## config.mk

```make
export PLATFORM = sky130hd
export DESIGN_NAME = cnv_host_bus
export DESIGN_NICKNAME = d
export VERILOG_FILES = /design/src/rtl/cnv_host_pkg.sv /design/src/rtl/cnv_strobe_detect.sv /design/src/rtl/cnv_eoc_ctrl.sv /design/src/rtl/cnv_result_port.sv /design/src/rtl/cnv_host_bus.sv
export SDC_FILE = /design/constraint.sdc
export NUM_CORES = 1
export LEC_CHECK = 0
export BUFFER_PORTS_ARGS = -buffer_cell sky130_fd_sc_hd__buf_2
export CORE_UTILIZATION = 56
export DETAILED_ROUTE_END_ITERATION = 6
export GPL_TIMING_DRIVEN = 0
export PLACE_DENSITY = 0.89
export SLEW_MARGIN = 30
export SYNTH_ARGS = -nofsm -noshare
export SYNTH_HDL_FRONTEND = slang
export SYNTH_SLANG_ARGS = --single-unit
```

## constraint.sdc

```tcl
create_clock -name clk -period 2.15 [get_ports clk]
set_clock_uncertainty 0.05 [all_clocks]
set_input_delay 0.43 -clock clk [delete_from_list [all_inputs] [get_ports clk]]
set_output_delay 0.43 -clock clk [all_outputs]
set_load 0.02 [all_outputs]
```

## src/rtl/cnv_host_pkg.sv

```systemverilog
package cnv_host_pkg;
  localparam int STAT_W     = 8;
  localparam int ST_CAL_REQ = 0;
  localparam int ST_READY   = 6;
endpackage

```

## src/rtl/cnv_strobe_detect.sv

```systemverilog
module cnv_strobe_detect (
  input  logic clk,
  input  logic rst,
  input  logic cs_n,
  input  logic rd_n,
  input  logic hold_n,
  output logic rd_act,
  output logic rd_start,
  output logic conv_start
);
  logic rd_act_q;
  logic hold_q;

  assign rd_act     = !cs_n && !rd_n;
  assign rd_start   = rd_act && !rd_act_q;
  assign conv_start = hold_q && !hold_n;

  always_ff @(posedge clk) begin
    if (rst) begin
      rd_act_q <= 1'b0;
      hold_q   <= 1'b1;
    end else begin
      rd_act_q <= rd_act;
      hold_q   <= hold_n;
    end
  end
endmodule

```

## src/rtl/cnv_eoc_ctrl.sv

```systemverilog
module cnv_eoc_ctrl #(
  parameter int EOC_DELAY = 3
) (
  input  logic clk,
  input  logic rst,
  input  logic sw_reset,
  input  logic conv_done,
  input  logic conv_start,
  input  logic result_read,
  output logic eoc_n
);
  localparam int CNT_W = $clog2(EOC_DELAY + 1);

  logic [CNT_W-1:0] cnt_q;

  always_ff @(posedge clk) begin
    if (rst) begin
      eoc_n <= 1'b1;
      cnt_q <= '0;
    end else if (sw_reset) begin
      eoc_n <= 1'b1;
      cnt_q <= '0;
    end else if (conv_done) begin
      eoc_n <= 1'b0;
      cnt_q <= '0;
    end else if (conv_start) begin
      eoc_n <= 1'b1;
      cnt_q <= '0;
    end else if (cnt_q != '0) begin
      cnt_q <= cnt_q - 1'b1;
      if (cnt_q == CNT_W'(1)) eoc_n <= 1'b1;
    end else if (result_read && !eoc_n) begin
      if (EOC_DELAY <= 1) eoc_n <= 1'b1;
      else cnt_q <= CNT_W'(EOC_DELAY - 1);
    end
  end
endmodule

```

## src/rtl/cnv_result_port.sv

```systemverilog
module cnv_result_port
  import cnv_host_pkg::*;
#(
  parameter int DATA_W = 16
) (
  input  logic              clk,
  input  logic              rst,
  input  logic              conv_done,
  input  logic [DATA_W-1:0] done_result,
  input  logic              rd_start,
  input  logic              addr_sel,
  input  logic              wide_mode,
  input  logic [STAT_W-1:0] status,
  output logic [DATA_W-1:0] bus_q
);
  localparam int BYTE_W = DATA_W / 2;

  logic [DATA_W-1:0] result_q;
  logic              lo_next_q;
  logic [DATA_W-1:0] rd_word;

  always_comb begin
    if (!addr_sel)      rd_word = DATA_W'(status);
    else if (wide_mode) rd_word = result_q;
    else if (lo_next_q) rd_word = DATA_W'(result_q[BYTE_W-1:0]);
    else                rd_word = DATA_W'(result_q[DATA_W-1:BYTE_W]);
  end

  always_ff @(posedge clk) begin
    if (rst) begin
      result_q  <= '0;
      lo_next_q <= 1'b0;
      bus_q     <= '0;
    end else begin
      if (rd_start) bus_q <= rd_word;
      if (conv_done) begin
        result_q  <= done_result;
        lo_next_q <= 1'b0;
      end else if (rd_start && addr_sel && !wide_mode) begin
        lo_next_q <= !lo_next_q;
      end
    end
  end
endmodule

```

## src/rtl/cnv_host_bus.sv

```systemverilog
module cnv_host_bus
  import cnv_host_pkg::*;
#(
  parameter int DATA_W    = 16,
  parameter int EOC_DELAY = 3
) (
  input  logic              clk,
  input  logic              rst,
  input  logic              cs_n,
  input  logic              rd_n,
  input  logic              addr_sel,
  input  logic              hold_n,
  input  logic              wide_mode,
  input  logic              done_pulse,
  input  logic [DATA_W-1:0] done_result,
  output logic [DATA_W-1:0] bus_q,
  output logic              bus_oe,
  output logic              eoc_n
);
  logic              rd_act, rd_start, conv_start, sw_reset;
  logic              ready_q, cal_req_q;
  logic [STAT_W-1:0] status;

  cnv_strobe_detect u_strb (
    .clk(clk), .rst(rst), .cs_n(cs_n), .rd_n(rd_n), .hold_n(hold_n),
    .rd_act(rd_act), .rd_start(rd_start), .conv_start(conv_start)
  );

  assign sw_reset = rd_start && !addr_sel && !hold_n;

  always_comb begin
    status              = '0;
    status[ST_READY]    = ready_q;
    status[ST_CAL_REQ]  = cal_req_q;
  end

  always_ff @(posedge clk) begin
    if (rst) begin
      ready_q   <= 1'b0;
      cal_req_q <= 1'b0;
      bus_oe    <= 1'b0;
    end else begin
      bus_oe <= rd_act;
      if (sw_reset) begin
        ready_q   <= 1'b0;
        cal_req_q <= 1'b1;
      end else begin
        if (done_pulse)      ready_q <= 1'b1;
        else if (conv_start) ready_q <= 1'b0;
        if (conv_start)      cal_req_q <= 1'b0;
      end
    end
  end

  cnv_eoc_ctrl #(.EOC_DELAY(EOC_DELAY)) u_eoc (
    .clk(clk), .rst(rst), .sw_reset(sw_reset), .conv_done(done_pulse),
    .conv_start(conv_start), .result_read(rd_start && addr_sel),
    .eoc_n(eoc_n)
  );

  cnv_result_port #(.DATA_W(DATA_W)) u_port (
    .clk(clk), .rst(rst), .conv_done(done_pulse), .done_result(done_result),
    .rd_start(rd_start), .addr_sel(addr_sel), .wide_mode(wide_mode),
    .status(status), .bus_q(bus_q)
  );
endmodule

```

==> results of run 1 <==
[report_power, final]
part / internal, uW / switching, uW / total, uW
sequential: 768 / 18.7 / 787
combinational: 62.3 / 88.4 / 151
clock: 156 / 239 / 395
total: 986 / 346 / 1330
[logic make-up (layout without fill, tap and decap cells)]
kind of cell	Yosys count	count (layout)	share of synthesized area [%]
AND/OR/NAND/NOR	64	64	19.3
AO/OA/AOI/OAI	43	43	16.2
flip-flops	40	40	47.3
buffers and inverters	22	69	4.95
multiplexers	17	17	10.1
adder cells (fa/ha/maj)	3	3	2.22
[routing by layer]
metal / GRT usage [%] / vias up / share of wire, %
met5: 0 / - / 0
li1: - / 756 / -
met1: 33.4 / 696 / 47
met3: 4.76 / 7 / 4.4
met4: 9.41 / 0 / 1.6
met2: 40.7 / 41 / 47
[stage by stage]
| step | cells | total power, uW |
|---|---|---|
| floorplan | 189 | 897 |
| global placement | 259 | 948 |
| detailed placement | 259 | 953 |
| CTS | 267 | 1330 |
| global route | 267 | 1380 |
| finish | 267 | 1330 |
[area by class of cell]
| cell class | instances | area (um^2) |
|---|---|---|
| well taps | 31 | 38.8 |
| repair buffers | 39 | 195 |
| fillers | 230 | 817 |
| multi-input cells | 127 | 808 |
| plain buffers | 15 | 57.6 |
| flip-flops and latches | 40 | 801 |
| inverters | 7 | 26.3 |
| clock inverters | 2 | 10.0 |
| clock buffers | 6 | 51.3 |
[worst max-delay path, delay by kind of cell, from the launching register on]
| family | cells | cell delay [ns] |
|---|---|---|
| compound gates | 2 | 0.41 |
| flops | 1 | 0.36 |
| simple gates | 1 | 0.76 |
[sequential cells by signal (all words and copies together) (netlist names)]
register	cells
u_eoc.cnt_q	2
u_port.bus_q	16
u_port.result_q	16
ready_q	1
u_strb.rd_act_q	1
u_port.lo_next_q	1
u_eoc.eoc_n	1
cal_req_q	1
u_strb.hold_q	1
[worst paths after layout]
check,from,endpoint,depth (start not counted),slack [ns]
min,hold_n,u_strb.hold_q$_SDFF_PP1_,2,0.23
min reg2reg,u_port.bus_q[4]$_SDFFE_PP0N_,u_port.bus_q[4]$_SDFFE_PP0N_,2,0.41
max,u_strb.rd_act_q$_SDFF_PP0_,u_port.bus_q[2]$_SDFFE_PP0N_,3,0.52
max reg2reg,u_strb.rd_act_q$_SDFF_PP0_,u_port.bus_q[2]$_SDFFE_PP0N_,3,0.52
[cells in the final DEF (no fill, tap or decap), drive strengths merged, types with 3 or more instances in the layout]
cell / synthesis / routed
buf: 2 / 41
nand4: 8 / 8
nor3: 3 / 3
mux2i: 17 / 17
clkbuf: 13 / 19
o2111ai: 3 / 3
ha: 3 / 3
a21oi: 15 / 15
inv: 7 / 7
nand2: 14 / 14
dfxtp: 40 / 40
nor2: 20 / 20
o21a: 6 / 6
o21ai: 10 / 10
or3: 3 / 3
nor3b: 6 / 6
==> summary by stage, run 1 <==
Status
The run finished, with violations left. The checks that failed: DRC.

Die
The die is 57.0 um wide. The chip height is 57.0 um. The initial utilization of the core area, before any placement, comes to 60.3%. The standard-cell row count is 19. The area inside the core boundary is 2810 um^2. The die area is 3250 um^2.

42 I/O pins were placed.

Routing
For this block, the initial DRC count from the detailed router was 73. In the final routed layout, each cell accounts on average for 13.9 um. The detailed-routing iteration count for the pre-antenna-repair pass is 7. The routed layout has 1500 vias.

The number of nets still failing antenna checks after routing is 0. For this run, design rule violations remaining after detail routing come to 4. The routed design has 3710 um of wire. The via count normalized by instance count is 5.62.

Yosys
In the synthesized netlist, the number of instances is 189. For this run, the number of Yosys warnings is 0. The commonest register cell after synthesis is sky130_fd_sc_hd__dfxtp_1. Yosys instantiated no cell more often than sky130_fd_sc_hd__dfxtp_1. The number of synthesized register bits is 40.

The number of nets handed over by synthesis was 216. The largest total area in the synthesized netlist belongs to sky130_fd_sc_hd__dfxtp_1. By area the synthesized netlist is led by sky130_fd_sc_hd__dfxtp_1 (47%), sky130_fd_sc_hd__mux2i_1 (10%), sky130_fd_sc_hd__a21oi_1 (4.4%), sky130_fd_sc_hd__nor2_1 (4.4%), sky130_fd_sc_hd__nand2_1 (3.1%).

The mean instance size in the synthesized netlist is 8.96 um^2. The share of the yosys chip area belonging to registers is 47.3%. After synthesis the cells add up to 1690 um^2. The count of cell types in the netlist is 30. The synthesized design contains 0 enable-type register cells.

By count the netlist is led by sky130_fd_sc_hd__dfxtp_1 (40), sky130_fd_sc_hd__nor2_1 (20), sky130_fd_sc_hd__mux2i_1 (17). Of all flip-flops after synthesis, the portion carrying an async set or reset was 0%. The area fraction of the dominant cell type after synthesis is 47.3%.

Timing
The setup TNS is 0 ns. The final critical delay including setup and external delays is 1.63 ns. The pin slew with the least headroom to its limit is 0.910 ns. Headroom to the max-slew limit came out at 38.5%.

The maximum clock frequency is 612 MHz. Setup repair after global routing left no endpoint under its margin. The count of endpoints failing setup in the final report is 0. The number of hold violations in the final report is 0.

Hold is met by 0.231 ns. In the post-route analysis, the smallest setup slack over all paths is 0.517 ns. The final critical path takes up 76.0% of the cycle.

The count of final max-slew check failures is 0.

Pwr
The maximum resistive drop on vdd is 0.421 mV. Power spread over the standard cell area amounts to 670 nW/um^2. The leakage power of the design is 0.000844 uW.

Final layout
The number of diodes is 0. After the last flow step, the layout net total stands at 262. For this run, the share of the core covered by cells in the final layout is 70.9%. Of the cells placed in the final design, the portion with a size suffix greater than 1 is 21.2%. After routing the design area is 1990 um^2.

Relative to the synthesized area, the layout overhead comes to 17.4%.

Worst setup path
At the worst endpoint, the required time is 2.38 ns. The worst setup path is launched from a register. The class of the most critical setup path is register to register.

The largest fanout on the critical path is 6. The endpoint class of the critical path is a register. The library cell contributing the largest single delay on the critical path is sky130_fd_sc_hd__nor4b_1. STA puts the critical path data arrival time at 1.86 ns. The signal on the critical path passes through nor4b_1 -> o21ai_0 -> a21oi_1. For this run, the slowest stage of the critical path takes 0.76 ns.

Clocking
Buffers inserted during clock tree synthesis total 5. The clock transition at the registers of the reported paths is 0.12 ns. The number of levels the H-tree was split into is 2. The TritonCTS clock tree is done. For the worst-skew pair, the clock arrives at the later sink with an insertion delay of 0.35 ns. The number of buffers added to fix hold violations after cts is 0.

The cell at the root of the clock tree is sky130_fd_sc_hd__clkbuf_4. The number of resized instances in the post-cts repair step is 0. The number of sinks driven by the clock tree is 40. Counting along the longest clock path gives a buffer depth of 2. Post-CTS timing repair inserted 0 buffers for setup.

Flow run
The number of max-capacitance violations reported is 0.

Placement
In this run the cell area measured after placement is 1930 um^2. After legalization and detailed placement, the total HPWL measured 2720 um. The final weighted congestion in routability-driven placement is 0.842. Prior to clock tree synthesis, the placed netlist has a worst setup slack of 0.270 ns. The quantity of I/O buffers inserted on ports is 39.

GRT
The number of global-route vias before repair is 1404. The initial antenna violation count is 0. The total global routing overflow is 0. Global routing used 25.1% of the available tracks across all layers. Entering global routing, the biggest net connects 13 pins. The wire length of the first global-routing pass is 6290 um.

Hold path
In this run the worst hold path is classified as input pin to register.
No activity file was read; power rests on OpenSTA's default activity.
==> run 2: changes to the inputs <==
ABC_AREA = 1   (was default)
CORE_UTILIZATION = 51   (was 56)
PLACE_DENSITY = 0.83   (was 0.89)
clock period = 1.7 ns   (was 2.15 ns; I/O delays follow)
==> summary by stage, run 2 <==
Timing
The number of hold violations in the final report is 0 (unchanged). The count of endpoints failing setup in the final report is 0 (unchanged). Setup repair after global routing left no endpoint under its margin. The maximum clock frequency is 799 MHz.

The pin slew with the least headroom to its limit is 0.428 ns (-0.482 ns). The setup TNS is 0 ns (unchanged). The clock period could shrink to 1.25 ns.

The final critical-path share of the clock period is 73.7%. The count of final max-slew check failures was 0 (unchanged). The worst relative slew slack is 71.5% (+33 points). The worst setup margin is 0.448 ns (-0.0689 ns).

Worst setup path
The data arrival at the endpoint of the critical path is 0.86 ns (-1.00 ns). The nature of the critical path startpoint is a register. The critical path goes through buf_2. The number of buffers and inverters on the critical path is 1 (+1). The startpoint identified for the worst register-to-register timing path is u_strb.rd_act_q$_SDFF_PP0_.

By startpoint and endpoint, the worst setup path is classified as register to output port. The startpoint of the worst setup timing path is u_port.bus_q[4]$_SDFFE_PP0N_. The required time at the worst-slack endpoint is 1.31 ns (-1.07 ns). On the critical path the largest part of the delay comes from flip-flops.

The library cell contributing the largest single delay on the critical path is sky130_fd_sc_hd__dfxtp_1. STA classifies the critical path endpoint as an output port. The largest fanout on the critical path is 2 (-4). The worst stage delay on the critical path is 0.35 ns (-0.41 ns).

Yosys
The cell type contributing the most total cell area after synthesis is sky130_fd_sc_hd__dfxtp_1. The post-synthesis compound-gate area fraction is 15.5% (-0.73 points). The mean instance size in the synthesized netlist is 7.54 um^2 (-16%). The number of instances in the synthesized netlist is 218 (+15%). The number of synthesized register bits is 40 (unchanged).

In the post-synthesis netlist, the cell with the most instances is sky130_fd_sc_hd__nand2_1. The dominant combinational cell family by area after synthesis is simple AND/OR/NAND/NOR gates. The share of the yosys chip area belonging to registers was 48.7% (+1.4 points). The multiplexer share of the synthesized area came to 0% (-10 points). The total number of yosys warnings came to 0 (unchanged). The adder and majority cell fraction of the synthesized area is 2.28% (+0.068 points). For this run, the leading register cell type out of synthesis is sky130_fd_sc_hd__dfxtp_1.

The area fraction of the dominant cell type after synthesis is 48.7% (+1.4 points). The post-synthesis net count is 245 (+13%). The post-synth design cell area is 1640 um^2 (-3.0%). The number of enable flip-flop cells after synthesis is 0 (unchanged).

The xor-xnor portion of the synthesized cell area is 0% (unchanged). Ranked by total cell area, the synthesized netlist is headed by sky130_fd_sc_hd__dfxtp_1 (49%), sky130_fd_sc_hd__nand2_1 (13%), sky130_fd_sc_hd__a21oi_1 (7.3%), sky130_fd_sc_hd__o21ai_0 (6.7%), sky130_fd_sc_hd__nor2_1 (6.6%). By count the netlist is led by sky130_fd_sc_hd__nand2_1 (55), sky130_fd_sc_hd__dfxtp_1 (40), sky130_fd_sc_hd__nor2_1 (29). The simple logic cell fraction of the synthesized area was 25.8% (+6.5 points). The post-synthesis async set-or-reset flop share is 0% (unchanged). The count of cell types in the netlist was 22 (-27%).

Status
The flow ran to the end, and the final reports show no timing, DRC or antenna violations.

Final layout
In the layout the commonest cells are sky130_fd_sc_hd__nand2_1 (55), sky130_fd_sc_hd__buf_2 (42), sky130_fd_sc_hd__dfxtp_1 (40). The final net count came to 292 (+11%). The layout overhead on the synthesized area is 18.6%. The number of diodes is 0 (unchanged). The fraction of final layout cells sized beyond drive strength 1 was 23.8% (+2.6 points). The count of filler cells inserted in the layout is 303 (+32%). Leaving out fill and tap cells, the most frequent cell in the layout is sky130_fd_sc_hd__nand2_1. The largest registers in the layout are u_port.bus_q x16, u_port.result_q x16, u_eoc.cnt_q x2.

Clocking
The number of levels the H-tree was split into is 2 (unchanged). The count of buffers added by post-CTS timing repair for setup came to 0 (unchanged). The clock latency on the worst-skew pair is 0.35 ns (about the same).

In this run the clock root is driven by a sky130_fd_sc_hd__clkbuf_4. The number of resized instances in the post-cts repair step was 0 (unchanged). The number of buffers created by CTS is 5 (unchanged). The number of sinks driven by the clock tree is 40 (unchanged). The TritonCTS clock tree is done. The number of buffers added to fix hold violations after cts came to 0 (unchanged). The clock transition at the registers of the reported paths was 0.11 ns (about the same).

The maximum buffer depth of the clock tree is 2 (unchanged).

Pwr
The total power is 1630 uW (+22%). The power per unit of standard cell area was 838 nW/um^2 (+25%). The leakage power of the design is 0.000880 uW (+4.3%).

The maximum resistive drop on vdd came to 0.621 mV (+47%).

Routing
The final wirelength was 3290 um (-12%). The violation count after the first detailed-route iteration is 46 (-37%). The post-detailed-route DRC marker count is 0 (-4).

The via count normalized by instance count is 4.77 (-15%). The number of vias after detailed routing is 1473 (-1.8%). The routed length per placed instance is 10.6 um (-24%).

The number of nets still failing antenna checks after routing is 0 (unchanged). The detailed-routing iteration count for the pre-antenna-repair pass is 4 (-3).

GRT
The overall track demand over capacity in global routing is 21.0% (-4.1 points). The number of global-route vias before repair came to 1286 (-8.4%). The wire length of the first global-routing pass is 5300 um (-16%). The maximum number of pins on one net before global-route repair is 13 (unchanged). The total global routing overflow is 0 (unchanged). The initial antenna violation count is 0 (unchanged).

Flow run
The number of max-capacitance violations reported is 0 (unchanged).

Placement
The pre-CTS setup slack is 0.328 ns (+0.0577 ns). The final weighted congestion in routability-driven placement was 0.808 (-4.1%). The quantity of I/O buffers inserted on ports is 40 (+2.6%). The half-perimeter wire length after detailed placement is 2500 um (-8.2%).

Die
The number of I/O pins is 42 (unchanged). The die area came to 3450 um^2 (+6.3%). The starting utilization of the core area is 53.8% (-6.5 points). The area inside the core boundary is 3050 um^2 (+8.8%). The standard-cell row count is 20 (+1). The die width is 58.8 um (+3.1%). The chip height is 58.8 um (+3.1%).

Hold path
The worst hold path class is input pin to register. In this run the most critical hold path is launched from rst.
[run 2: through the flow]
stage                     hold slack (ns)  cell area [um^2]  util, %  cells
after floorplan                     0.367              1640        -    218
after global routing                0.134              1950     63.8    309
after CTS                           0.136              1950     63.8    309
after detailed placement            0.401              1900     62.2    302
final                               0.137              1950     63.8    309
after global placement              0.393              1900     62.2    302
[run 2: path summary, 6_finish.rpt]
| check | slack (ns) | endpoint | depth (start not counted) |
|---|---|---|---|
| max | 0.45 | bus_q[4] | 1 |
| min | 0.14 | cal_req_q$_SDFFE_PP0P_ | 2 |
| max reg2reg | 0.49 | u_port.bus_q[12]$_SDFFE_PP0N_ | 5 |
| min reg2reg | 0.41 | u_port.bus_q[15]$_SDFFE_PP0N_ | 2 |
[run 2: kinds of logic (layout without fill, tap and decap cells)]
group,after synthesis,after routing
and+or+nand+nor,99,99
AOI/OAI and AO/OA,49,49
DFF,40,40
buffers and inverters,27,74
adders and majority gates,3,3
[run 2: final cells by class]
cell class	instances	area, um^2	area share, %
tap	44	55.1	2.83
inverter	18	67.6	3.47
clock inverter	2	12.5	0.642
sequential	40	801	41.1
timing repair buffer	40	200	10.3
multi-input combinational	151	716	36.7
clock buffer	5	37.5	1.93
buffer	9	58.8	3.02
[run 2: layer usage]
metal | GRT usage (%) | up-vias | wire [um]
li1 | - | 794 | -
met1 | 26.0 | 637 | 1620
met4 | 11.9 | 0 | 78
met2 | 33.8 | 35 | 1460
met3 | 4.40 | 7 | 121
met5 | 0 | - | 0
[run 2: report_power, final]
part | switching, uW | total (uW) | internal (uW)
Sequential | 22.3 | 999 | 976
Clock | 295 | 446 | 151
Combinational | 115 | 187 | 72.2
==> run 3: changes to the inputs <==
ABC_AREA = 0   (was 1)
CORE_UTILIZATION = 52   (was 51)
PLACE_DENSITY = 0.84   (was 0.83)
clock period = 1.2 ns   (was 1.7 ns; I/O delays follow)
==> summary by stage, run 3 (synthesis gave the netlist of run 1 again) <==
Final layout
The layout overhead on the synthesized area is 46.6%. The fraction of final layout cells sized beyond drive strength 1 is 49.8% (+26 points). The sequential standard cell area is 826 um^2 (+3.1%). The total area of multi-input combinational cells is 1090 um^2 (+52%). The final net count came to 269 (-7.9%). The largest registers in the layout are u_port.bus_q x16, u_port.result_q x16, u_eoc.cnt_q x2. The library cells used most frequently in the layout, excluding fill and tap cells, are sky130_fd_sc_hd__buf_2 (31), sky130_fd_sc_hd__dfxtp_1 (24), sky130_fd_sc_hd__nor2_1 (19). The final cell count without fillers is 287 (-7.1%). The number of diodes is 0 (unchanged). The count of filler cells inserted in the layout was 205 (-32%). The commonest non-fill, non-tap cell in the layout is sky130_fd_sc_hd__buf_2.

Worst setup path
The number of buffers and inverters on the critical path came to 0 (-1). The reg-to-reg startpoint is u_strb.rd_act_q$_SDFF_PP0_. The worst setup path is of the register to register kind.

The signal on the critical path passes through or4b_4 -> or3_4 -> a211oi_2. The endpoint class of the critical path is a register. The worst stage delay on the critical path was 0.51 ns (+0.16 ns). The slowest stage of the critical path belongs to the cell sky130_fd_sc_hd__or4b_4. The depth of the worst register-to-register path came to 3 (-2). The worst setup path is launched from a register. The kind of cell adding the most delay to the critical path is simple AND/OR/NAND/NOR gates. The data arrival at the endpoint of the critical path was 1.79 ns (+0.93 ns). The largest fanout on the critical path came to 3 (+1). The internal reg-to-reg setup slack is -0.37 ns (-0.86 ns). The required time at the worst-slack endpoint is 1.42 ns (+0.11 ns). The worst register-to-register path ends at u_port.lo_next_q$_SDFFE_PP0P_.

Clocking
The clock latency on the worst-skew pair is 0.37 ns (+0.02 ns). The number of levels the H-tree was split into is 2 (unchanged). The cell at the root of the clock tree is sky130_fd_sc_hd__clkbuf_4.

The clock transition at the registers of the reported paths is 0.13 ns (+0.02 ns). The maximum buffer depth of the clock tree is 2 (unchanged). The TritonCTS clock tree is done.

The number of sinks driven by the clock tree is 40 (unchanged). The number of buffers created by CTS is 5 (unchanged).

Timing
The routed design could run at a clock period as short as 1.57 ns. The count of endpoints failing setup in the final report is 23 (+23). The count of final max-slew check failures was 0 (unchanged). The post-route worst hold slack came to 0.0340 ns (-0.103 ns).

The final critical-path share of the clock period is 131%. The pin slew with the least headroom to its limit came to 0.764 ns (+0.336 ns). The worst relative slew slack is 49.1% (-22 points). The number of hold violations in the final report came to 0 (unchanged). Setup repair after global routing could not meet its margin everywhere. The worst setup margin is -0.369 ns (-0.817 ns).

For this run, the top clock speed supported by timing is 637 MHz.

GRT
The number of global-route vias before repair came to 1481 (+15%). The total global routing overflow is 0 (unchanged). The overall track demand over capacity in global routing is 25.7% (+4.8 points).

The initial antenna violation count was 0 (unchanged). The wire length of the first global-routing pass came to 6590 um (+24%). The maximum number of pins on one net before global-route repair was 13 (unchanged).

Pwr
The leakage power of the design came to 0.00103 uW (+17%). The clock share of power is 30.1% (+2.8 points). The switching part of the total is 26.9% (+0.35 points). The maximum resistive drop on vdd was 1.02 mV (+64%).

The cell internal power dissipation is 1900 uW (+59%). The sequential group share of total power is 54.4% (-6.8 points). The power per unit of standard cell area came to 1050 nW/um^2 (+25%). The combinational fraction of design power is 15.5% (+4.0 points). The total power was 2600 uW (+59%). The net switching component of the power came to 699 uW (+62%).

Die
The area inside the core boundary came to 3080 um^2 (+0.82%). The number of I/O pins is 42 (unchanged). The chip height is 59.1 um (+0.51%). The starting utilization of the core area is 55.0% (+1.2 points). The die width is 59.1 um (+0.51%). The standard-cell row count was 20 (unchanged).

The die area is 3490 um^2 (+1.0%).

Routing
The via count normalized by instance count was 5.78 (+21%). The routed length per placed instance came to 17.2 um (+62%). The violation count after the first detailed-route iteration came to 96 (+110%).

The post-detailed-route DRC marker count is 0 (unchanged). The detailed-routing iteration count for the pre-antenna-repair pass came to 4 (unchanged). The final wirelength is 4930 um (+50%). The number of nets still failing antenna checks after routing is 0 (unchanged). The number of vias after detailed routing came to 1660 (+13%).

Hold path
The path class of the tightest hold or removal check is input pin to register. The startpoint of the most critical hold path is hold_n. The hold path endpoint is u_strb.hold_q$_SDFF_PP1_. The number of cells on the worst hold path is 2 (unchanged).

Placement
The final weighted congestion in routability-driven placement is 0.862 (+6.7%). The number of instances in the placed design is 272 (-9.9%). The half-perimeter wire length after detailed placement was 2770 um (+11%). The quantity of I/O buffers inserted on ports is 39 (-2.5%).

The pre-CTS setup slack is -0.565 ns (-0.893 ns).

Status
The flow ran to the end, but the final reports show violations. The checks that failed: setup timing.

Flow run
The number of max-capacitance violations reported is 0 (unchanged).
-- run 3: cell count changes in the layout (fill, tap and decap cells not counted), moves of 8 or more --
| cell | change |
|---|---|
| sky130_fd_sc_hd__a21oi_2 | +11 |
| sky130_fd_sc_hd__nand2_1 | -55 |
| sky130_fd_sc_hd__buf_2 | -11 |
| sky130_fd_sc_hd__inv_1 | -8 |
| sky130_fd_sc_hd__nor2_1 | -10 |
| sky130_fd_sc_hd__nand2_4 | +11 |
| sky130_fd_sc_hd__dfxtp_1 | -16 |
| sky130_fd_sc_hd__dfxtp_2 | +14 |
| sky130_fd_sc_hd__a21oi_1 | -21 |
| sky130_fd_sc_hd__mux2i_1 | +17 |
| sky130_fd_sc_hd__buf_4 | +8 |
| sky130_fd_sc_hd__o21ai_0 | -17 |
-- run 3: layout make-up --
cell class | instances | area share (%)
Clock buffer | 8 | 2.77
Inverter | 7 | 1.06
Timing Repair Buffer | 48 | 13.5
Tap cell | 44 | 2.22
Sequential cell | 40 | 33.3
Buffer | 13 | 3.43
Multi-Input combinational cell | 127 | 43.7
-- run 3: what timing repair did --
item,4_1_cts,5_1_grt
resized for setup,20,76
cloned,1,0
pin swaps,5,21
endpoints found under the setup margin,25,34
hold buffers,0,0
setup buffers,7,1
-- run 3: worst max-delay path by stage --
stage | from | to | cells after the start | slack [ns]
after detailed placement | rd_n | u_port.bus_q[7]$_SDFFE_PP0N_ | 4 | -0.57
after global routing | u_strb.rd_act_q$_SDFF_PP0_ | u_port.lo_next_q$_SDFFE_PP0P_ | 3 | -0.38
after floorplan | u_strb.rd_act_q$_SDFF_PP0_ | u_port.lo_next_q$_SDFFE_PP0P_ | 3 | -0.26
final | u_strb.rd_act_q$_SDFF_PP0_ | u_port.lo_next_q$_SDFFE_PP0P_ | 3 | -0.37
after global placement | rd_n | u_port.bus_q[2]$_SDFFE_PP0N_ | 4 | -0.52
after CTS | u_strb.rd_act_q$_SDFF_PP0_ | u_port.lo_next_q$_SDFFE_PP0P_ | 3 | -0.32
-- run 3: metrics by stage --
stage	TNS, ns	cell area, um^2	utilization (%)
floorplan	-1.33	1750	-
global placement	-11.05	2000	64.9
detailed placement	-11.56	2000	64.9
CTS	-5.65	2230	72.5
global route	-6.11	2480	80.7
finish	-5.91	2480	80.7
-- run 3: routing by layer --
layer  vias to the layer above  share of wire [%]  GRT usage, %
met3                        21                7.6          6.55
met2                        76                 51          43.0
li1                        772                  -             -
met4                         0                2.7          8.16
met1                       791                 39          32.6
met5                         -                  0             0
-- run 3: power groups by stage --
stage / Clock, uW / Sequential (uW) / Combinational, uW
2_1_floorplan: 0 / 1440 / 179
3_3_place_gp: 0 / 1440 / 279
3_5_place_dp: 0 / 1440 / 285
4_1_cts: 786 / 1410 / 345
5_1_grt: 834 / 1420 / 430
6_report: 782 / 1420 / 404
